File: src/rtl/tru_pkg.sv
package tru_pkg;
    typedef enum logic {
        MODE_PHYS = 1'b0,
        MODE_TASK = 1'b1
    } tru_mode_e;
endpackage

File: src/rtl/tru_mode_fsm.sv
module tru_mode_fsm
    import tru_pkg::*;
(
    input  logic clk,
    input  logic rst_n,
    input  logic trap_i,
    input  logic rti_i,
    input  logic tbit_i,
    output logic xlat_o
);
    tru_mode_e state_q, state_d;

    // state register
    always_ff @(posedge clk or negedge rst_n) begin
        if (!rst_n) state_q <= MODE_PHYS;
        else        state_q <= state_d;
    end

    // next-state logic: trap entry dominates status restore
    always_comb begin
        state_d = state_q;
        unique case (state_q)
            MODE_PHYS: begin
                if (!trap_i && rti_i && tbit_i) state_d = MODE_TASK;
            end
            MODE_TASK: begin
                if (trap_i)                    state_d = MODE_PHYS;
                else if (rti_i && !tbit_i)     state_d = MODE_PHYS;
            end
            default: state_d = MODE_PHYS;
        endcase
    end

    // output decode
    always_comb begin
        xlat_o = (state_q == MODE_TASK);
    end
endmodule

File: src/rtl/tru_regs.sv
module tru_regs #(
    parameter int AW        = 32,
    parameter bit USE_LIMIT = 1'b1
) (
    input  logic          clk,
    input  logic          rst_n,
    input  logic          xchg_i,
    input  logic [AW-1:0] new_base_i,
    input  logic [AW-1:0] new_limit_i,
    output logic [AW-1:0] base_o,
    output logic [AW-1:0] limit_o,
    output logic [AW-1:0] ret_base_o,
    output logic [AW-1:0] ret_limit_o
);
    localparam logic [AW-1:0] ALL_ONES = {AW{1'b1}};

    logic [AW-1:0] base_q;

    always_ff @(posedge clk or negedge rst_n) begin
        if (!rst_n) begin
            base_q     <= '0;
            ret_base_o <= '0;
        end else if (xchg_i) begin
            base_q     <= new_base_i;
            ret_base_o <= base_q;
        end
    end

    generate
        if (USE_LIMIT) begin : g_limit
            logic [AW-1:0] limit_q;
            always_ff @(posedge clk or negedge rst_n) begin
                if (!rst_n) begin
                    limit_q     <= ALL_ONES;
                    ret_limit_o <= '0;
                end else if (xchg_i) begin
                    limit_q     <= new_limit_i;
                    ret_limit_o <= limit_q;
                end
            end
            assign limit_o = limit_q;
        end else begin : g_nolimit
            assign limit_o     = ALL_ONES;
            assign ret_limit_o = ALL_ONES;
        end
    endgenerate

    assign base_o = base_q;
endmodule

File: src/rtl/tru_addr_path.sv
module tru_addr_path #(
    parameter int AW = 32
) (
    input  logic          clk,
    input  logic          rst_n,
    input  logic          xlat_i,
    input  logic          vec_i,
    input  logic [AW-1:0] log_addr_i,
    input  logic [AW-1:0] base_i,
    input  logic [AW-1:0] limit_i,
    output logic [AW-1:0] phys_addr_o
);
    logic [AW-1:0] masked;
    logic [AW-1:0] reloc;
    logic [AW-1:0] next_addr;

    always_comb begin
        masked    = log_addr_i & limit_i;
        reloc     = masked + base_i;
        next_addr = (xlat_i && !vec_i) ? reloc : log_addr_i;
    end

    always_ff @(posedge clk or negedge rst_n) begin
        if (!rst_n) phys_addr_o <= '0;
        else        phys_addr_o <= next_addr;
    end
endmodule

File: src/rtl/tru_top.sv
module tru_top #(
    parameter int AW        = 32,
    parameter bit USE_LIMIT = 1'b1
) (
    input  logic          clk,
    input  logic          rst_n,
    input  logic [AW-1:0] log_addr_i,
    input  logic          vec_fetch_i,
    input  logic          trap_entry_i,
    input  logic          rti_i,
    input  logic          rti_tbit_i,
    input  logic          xchg_i,
    input  logic [AW-1:0] acc_base_i,
    input  logic [AW-1:0] acc_limit_i,
    output logic [AW-1:0] phys_addr_o,
    output logic          xlat_o,
    output logic [AW-1:0] ret_base_o,
    output logic [AW-1:0] ret_limit_o
);
    logic [AW-1:0] base_w;
    logic [AW-1:0] lim_w;

    tru_mode_fsm u_mode (
        .clk    (clk),
        .rst_n  (rst_n),
        .trap_i (trap_entry_i),
        .rti_i  (rti_i),
        .tbit_i (rti_tbit_i),
        .xlat_o (xlat_o)
    );

    tru_regs #(.AW(AW), .USE_LIMIT(USE_LIMIT)) u_regs (
        .clk         (clk),
        .rst_n       (rst_n),
        .xchg_i      (xchg_i),
        .new_base_i  (acc_base_i),
        .new_limit_i (acc_limit_i),
        .base_o      (base_w),
        .limit_o     (lim_w),
        .ret_base_o  (ret_base_o),
        .ret_limit_o (ret_limit_o)
    );

    tru_addr_path #(.AW(AW)) u_path (
        .clk         (clk),
        .rst_n       (rst_n),
        .xlat_i      (xlat_o),
        .vec_i       (vec_fetch_i),
        .log_addr_i  (log_addr_i),
        .base_i      (base_w),
        .limit_i     (lim_w),
        .phys_addr_o (phys_addr_o)
    );
endmodule

File: config.mk
export PLATFORM = sky130hd
export DESIGN_NAME = tru_top
export DESIGN_NICKNAME = d
export VERILOG_FILES = /design/src/rtl/tru_pkg.sv /design/src/rtl/tru_mode_fsm.sv /design/src/rtl/tru_regs.sv /design/src/rtl/tru_addr_path.sv /design/src/rtl/tru_top.sv
export SDC_FILE = /design/constraint.sdc
export NUM_CORES = 1
export LEC_CHECK = 0
export ABC_AREA = 1
export BUFFER_PORTS_ARGS = -buffer_cell sky130_fd_sc_hd__buf_2
export CORE_AREA = 3 3 137 139
export DETAILED_ROUTE_END_ITERATION = 6
export DIE_AREA = 0 0 140 142
export GPL_TIMING_DRIVEN = 0
export PLACE_DENSITY_LB_ADDON = 0.15
export SKIP_LAST_GASP = 1
export SLEW_MARGIN = 0
export SYNTH_ARGS = -nofsm -noshare
export SYNTH_HDL_FRONTEND = slang
export SYNTH_SLANG_ARGS = --single-unit
File: constraint.sdc
create_clock -name clk -period 1.8 [get_ports clk]
set_input_delay 0.18 -clock clk [delete_from_list [all_inputs] [get_ports clk]]
set_output_delay 0.18 -clock clk [all_outputs]
set_load 0.02 [all_outputs]
==> reports/qor.yml, run 1 <==
result_of_the_run: "complete, but fails checks"
failed_checks: "negative setup slack"
clock_sink_count: 161
timing_hold_violations_final: 0
timing.critical_path.slowest_cell_delay_ns: 0.60
syn_area_mm2: 0.00861
synthToLayoutAreaGrowth_pct: 49.7
floorplan.die.height_um: 142
start_util_pct: 48.4
detailed_place_hpwl_mm: 20.4
multiInputGateArea_mm2: 0.00472
report.final.slew_viol_count: 0
topRoutingLayerUsed: "met4"
grt_max_degree: 120
track_usage_pct: 29.8
final_layout_size_suffix_gt1_share_pct: 36.5
clk-insertion-delay-late_ns: 0.43
maxCapViolCount: 0
cts_tree: "built"
floorplan.io_pins: 200
hold_path.class: "input port to register"
cts_max_level: 4
required_ns: 2.11
numCtsBuffers: 17
clock_path_buffers: 2
fillCellCount: 1356
grt_pass1_vias: 8760
detailedRoute.firstIterationViolations: 684
drt_pre_antenna_iters: 7
std_cell_rows: 49
fmax_ghz: 0.480
drcViolationCount: 0
m1WireLength_mm: 12.5
final_estimated_routing_congestion_in_global_placement: 0.926
ys.warnings.count: 0
syn_avg_cell_area_um2: 7.36
syn_nets: 1306
met2_wirelength_mm: 14.7
synth_seq_area_share_pct: 47.2
cpMostUsedCell: "nand2_2"
critical_path.startpoint_type: "register"
clk_transition_reported_paths_ns: 0.07
routed_wl_mm: 30.8
antenna_found_initial: 1
post-layout-total-power_w: 0.0116
final.setup.worst_slack_ns: -0.282
drt-wirelength-per-cell_um: 17.5
finalCritPeriodShare_pct: 116
first_pass_grt_wire_length_mm: 46.0
timing.slew.headroom_pct: 54.9
fin_nets: 1644
grt_setup_unrepaired: "yes"
synthDistinctLibCells: 34
detail_route.vias_per_cell: 5.16
report.final.setup_viol: 25
post_synth_xor_area_fraction_pct: 0.407
place_ws_ns: -0.257
postSynthRegisterBits: 161
route.met3.wl_mm: 2.70
cp_data_arrival_time_ns: 2.39
kind_of_capture_point_of_the_worst_setup_path: "register"
pwr_density_cell_mw_per_mm2: 901
worst_slew_pin_slew_ns: 0.676
die-area_mm2: 0.0199
ant_nets: 0
peakVddDrop_mv: 0.713
overflow: 0
via_total_after_detailed_routing: 9050
post_synth_mux_area_share_pct: 0
cellLeakagePower_nw: 6.77
synth_simple_gate_area_share_pct: 27.0
worst-path-max-fanout: 5
path_class: "register to register"
post_synth_fa_ha_maj_area_fraction_pct: 4.74
sequential_cell_area_mm2: 0.00407
numPortBuffers: 198
dominant_combinational_cell_family_by_area_after_synthesis: "simple AND/OR/NAND/NOR gates"
skew_final_ns: 0.00873
slowest_stage: "dfstp_2"
die-width_um: 140
synth-compound-area-share_pct: 9.67
netlist_instances: 1171
clock_root_buffer: "clkbuf_16"
worstPathCellList: "nand2_2 > inv_2 > ha_4 > nand2_2 > nand2_2 > inv_1 > nand2_2 > nand3b_1 > buf_4 > xnor2_2 > o21ai_1"
finalWorstPathRequiredPeriod_ns: 2.08
core_region_area_mm2: 0.0178
==> synthesized netlist by cell type, drive strengths merged <==
cell	instances	share of area (%)
a21oi	86	5.0
a211oi	1	0.087
or2	9	0.65
xor2	1	0.10
nor2	105	4.8
nand3	55	3.5
buf	20	1.2
nand2	389	17
o21bai	3	0.30
dfstp	32	9.8
clkbuf	13	0.57
nand4	3	0.22
ha	31	4.5
a21o	1	0.087
o21ai	70	4.1
nand3b	4	0.35
inv	210	9.2
xnor2	3	0.31
dfrtp	129	37
o211ai	1	0.087
fa	1	0.23
nor3	4	0.29
==> layout by cell type, fill, tap and decap left out, types with 4 or more instances in the layout <==
cell,netlist,routed
nand2_1,379,286
buf_2,18,215
inv_1,208,173
dfrtp_1,129,129
dlygate4sd3_1,0,94
nor2_1,101,84
nand2_2,10,73
a21oi_1,85,69
o21ai_0,68,65
inv_2,2,35
dfstp_2,32,32
nand2_4,0,30
nand3_1,49,28
ha_4,0,27
buf_4,1,20
nand3_2,6,17
clkbuf_16,0,17
nor2_2,3,15
a21oi_2,1,14
clkbuf_1,13,12
nand3_4,0,10
nor2_4,1,6
buf_6,0,6
o21ai_1,2,5
bufinv_16,0,5
nand3b_1,4,4
or2_1,4,4
or2_4,0,4
inv_6,0,4
==> through the flow <==
stage	area, um2	hold WS (ns)	util (%)	TNS, ns	instances
after floorplan	8620	-0.116	-	0	1171
after global placement	9900	0.338	55.7	-276.41	1598
after detailed placement	9940	0.0860	55.9	-5.15	1599
after CTS	12200	0.00876	68.6	-2.53	1737
after global routing	12900	0.0347	72.5	-6.14	1752
final	12900	0.0157	72.5	-4.04	1753
==> state kept, by name (all words and copies together), names as in the netlist <==
register and count:
u_regs.base_o 32, u_path.phys_addr_o 32, u_regs.limit_o 32, u_regs.ret_limit_o 32, u_mode.xlat_o 1, u_regs.ret_base_o 32
==> kinds of logic after synthesis <==
logic type | after synthesis
and+or+nand+nor | 569
buffers and inverters | 243
AOI/OAI and AO/OA | 162
DFF | 161
adders and majority gates | 32
xor gates and xnor gates | 4
==> routing by layer <==
metal	GRT usage [%]	vias up
met4	8.67	0
met2	48.9	409
met3	6.35	71
met5	0	-
li1	-	4262
met1	40.3	4308
==> critical path, delay by kind of cell, from the launching register on <==
family / cells / cell delay (ns)
adders and majority gates: 1 / 0.23
DFF: 1 / 0.60
and+or+nand+nor: 5 / 0.55
AOI/OAI and AO/OA: 1 / 0.08
buffers and inverters: 3 / 0.36
xor gates and xnor gates: 1 / 0.15
==> area by class of cell <==
cell class	instances	share of cell area, %
Antenna cell	2	0.0388
Clock inverter	14	1.83
Timing Repair Buffer	319	17.1
Buffer	33	1.17
Tap cell	229	2.22
Sequential cell	161	31.6
Multi-Input combinational cell	767	36.6
Inverter	210	6.15
Clock buffer	18	3.41
==> where the power goes <==
part	leakage (nW)	total (W)	switching, W	internal, W
Combinational	4.60	0.00307	0.00185	0.00122
Clock	0.332	0.00424	0.00169	0.00255
Sequential	1.84	0.00430	0.000276	0.00403
Total	6.77	0.0116	0.00381	0.00780
==> timing repair <==
action                                  4_1_cts  5_1_grt
hold buffers                                 94        0
resized for setup                           115      176
gates cloned                                  0        0
pin swaps                                    23       65
setup buffers                                12       15
endpoints found under the setup margin       29       29
hold endpoints to repair                    134        0
==> final timing paths <==
kind	startpoint	to	slack, ns	cells after the start
hold / removal	acc_base_i[14]	u_regs.base_o[14]	0.02	3
max in group asynchronous	rst_n	u_path.phys_addr_o[2]	0.68	3
setup reg to reg	u_regs.limit_o[10]	u_path.phys_addr_o[11]	-0.28	11
hold reg to reg	u_regs.limit_o[31]	u_regs.limit_o[31]	0.50	2
setup / recovery	u_regs.limit_o[10]	u_path.phys_addr_o[11]	-0.28	11
min in group asynchronous	rst_n	u_path.phys_addr_o[24]	0.21	2
Note: power is estimated with default switching activity, not from simulation.
==> run 2: changes to the inputs <==
--- a/config.mk
+++ b/config.mk
@@ -12,6 +12,7 @@
 export DIE_AREA = 0 0 140 142
 export GPL_TIMING_DRIVEN = 0
 export PLACE_DENSITY_LB_ADDON = 0.15
+export RECOVER_POWER = 25
 export SKIP_LAST_GASP = 1
 export SLEW_MARGIN = 0
 export SYNTH_ARGS = -nofsm -noshare
==> run 2 against run 1 <==
  * The flow still finishes with violations (negative setup slack)
  * Clock power about the same
  * Cell count hardly changed
  * Critical path depth did not move
  * Core utilization fell by 0.18 points
  * Non-clock buffer count is the same
  * Critical path type unchanged
  * Die area unchanged
  * Flip-flop and latch count did not move
  * Clock skew increased by 0.0021 ns
  * Highest routed layer unchanged
  * Maximum frequency grew 0.45%
==> reports/qor.yml, run 2 (synthesized netlist as in run 1, its figures left out) <==
numCtsBuffers: 17
required_ns: 2.12
drt-wirelength-per-cell_um: 17.6
grt_max_degree: 120
detailedRoute.firstIterationViolations: 641
worstPathCellList: "nand2_2 > inv_2 > ha_4 > nand2_2 > nand2_2 > inv_1 > nand2_2 > nand3b_1 > buf_4 > xnor2_2 > o21ai_1"
maxCapViolCount: 0
detailed_place_hpwl_mm: 20.4
failed_checks: "negative setup slack"
clock_root_buffer: "clkbuf_16"
pwr_density_cell_mw_per_mm2: 904
ant_nets: 0
antenna_found_initial: 1
clock_path_buffers: 2
worst-path-max-fanout: 5
timing.critical_path.slowest_cell_delay_ns: 0.60
final_estimated_routing_congestion_in_global_placement: 0.926
timing.slew.headroom_pct: 25.3
most-common-layout-cells: "286 x nand2_1, 200 x buf_2, 173 x inv_1, 129 x dfrtp_1, 94 x dlygate4sd3_1"
peakVddDrop_mv: 0.727
detail_route.vias_per_cell: 5.18
final.setup.worst_slack_ns: -0.272
drt_pre_antenna_iters: 7
grt_setup_unrepaired: "yes"
cellLeakagePower_nw: 6.73
fmax_ghz: 0.483
die-area_mm2: 0.0199
report.final.setup_viol: 25
start_util_pct: 48.4
clock_sink_count: 161
fin_nets: 1644
final_common_cell: "nand2_1"
hold_path.class: "input port to register"
place_ws_ns: -0.257
clk_transition_reported_paths_ns: 0.07
numPortBuffers: 198
grt_pass1_vias: 8760
track_usage_pct: 29.8
worst_slew_pin_slew_ns: 1.12
floorplan.die.height_um: 142
whs_ns: 0.0106
path_class: "register to register"
core_region_area_mm2: 0.0178
final_layout_size_suffix_gt1_share_pct: 35.5
std_cell_rows: 49
via_total_after_detailed_routing: 9069
overflow: 0
kind_of_capture_point_of_the_worst_setup_path: "register"
die-width_um: 140
cpMostUsedCell: "nand2_2"
timing_hold_violations_final: 0
synthToLayoutAreaGrowth_pct: 49.4
drcViolationCount: 0
cp_data_arrival_time_ns: 2.39
fin_cells: 1752
finalWorstPathRequiredPeriod_ns: 2.07
first_pass_grt_wire_length_mm: 46.0
critical_path.startpoint_type: "register"
cts_max_level: 4
skew_final_ns: 0.0108
report.final.slew_viol_count: 0
place_inst: 1599
slowest_stage: "dfstp_2"
floorplan.io_pins: 200
cts_tree: "built"
result_of_the_run: "complete, but fails checks"
finalCritPeriodShare_pct: 115
routed_wl_mm: 30.8
clk-insertion-delay-late_ns: 0.44
run 2: changes by cell type in the layout (fill, tap and decap cells not counted):
cell	before	now
buf_2	215	200
clkbuf_1	12	27
buf_8	1	0
clkbuf_2	1	2
diode_2	2	1
run 2: final timing paths:
| path | to | from | cells after the start | slack [ns] |
|---|---|---|---|---|
| worst max-delay path | u_path.phys_addr_o[11] | u_regs.limit_o[10] | 11 | -0.27 |
| worst min-delay path | u_regs.base_o[14] | acc_base_i[14] | 3 | 0.01 |
| worst max register to register | u_path.phys_addr_o[11] | u_regs.limit_o[10] | 11 | -0.27 |
| worst min register to register | u_regs.limit_o[31] | u_regs.limit_o[31] | 2 | 0.50 |
| max in group asynchronous | u_regs.ret_base_o[2] | rst_n | 3 | 0.18 |
| min in group asynchronous | u_path.phys_addr_o[24] | rst_n | 2 | 0.49 |
run 2: worst max-delay path: cells and delay by family, from the launching register on:
family,cells,cell delay [ns]
AO/OA/AOI/OAI,1,0.08
XOR/XNOR,1,0.14
adder cells (fa/ha/maj),1,0.23
buffers and inverters,3,0.35
flip-flops,1,0.60
AND/OR/NAND/NOR,5,0.55
run 2: area by class of cell:
class,instances,area [um2]
Clock inverter,14,236
Clock buffer,18,439
Sequential cell,161,4070
Multi-Input combinational cell,767,4720
Timing Repair Buffer,319,2190
Fill cell,1368,4910
Antenna cell,1,2.50
Buffer,33,133
Inverter,210,793
Tap cell,229,287
run 2: where the power goes:
part | switching (W) | internal (W) | total, W | leakage, nW
logic | 0.00185 | 0.00121 | 0.00307 | 4.55
clock network | 0.00170 | 0.00255 | 0.00426 | 0.332
registers | 0.000275 | 0.00403 | 0.00430 | 1.84
run 2: timing repair:
action | in CTS | in global routing
endpoints found under the setup margin | 29 | 29
gates cloned | 0 | 0
endpoints found under the hold margin | 134 | 0
pin swaps | 23 | 65
gates resized for setup | 115 | 176
buffers inserted | 12 | 15
hold buffers | 94 | 0
run 2: metal layers:
layer	part of all wire [%]	routed length, um	vias to the layer above	GRT usage, %
li1	-	-	4267	-
met1	41	12600	4338	40.3
met2	48	14800	394	48.9
met3	8.4	2590	70	6.35
met4	2.6	794	0	8.67
met5	0	0	-	0
run 2: stage by stage:
| stage | power (W) | setup TNS [ns] | instance area, um2 | utilization [%] |
|---|---|---|---|---|
| 5_1_grt | 0.0121 | -14.24 | 12900 | 72.4 |
| 3_3_place_gp | 0.00647 | -276.41 | 9900 | 55.7 |
| 3_5_place_dp | 0.00652 | -5.15 | 9940 | 55.9 |
| 6_report | 0.0116 | -4.01 | 12900 | 72.4 |
| 4_1_cts | 0.0112 | -2.53 | 12200 | 68.6 |
| 2_1_floorplan | 0.00565 | 0 | 8620 | - |
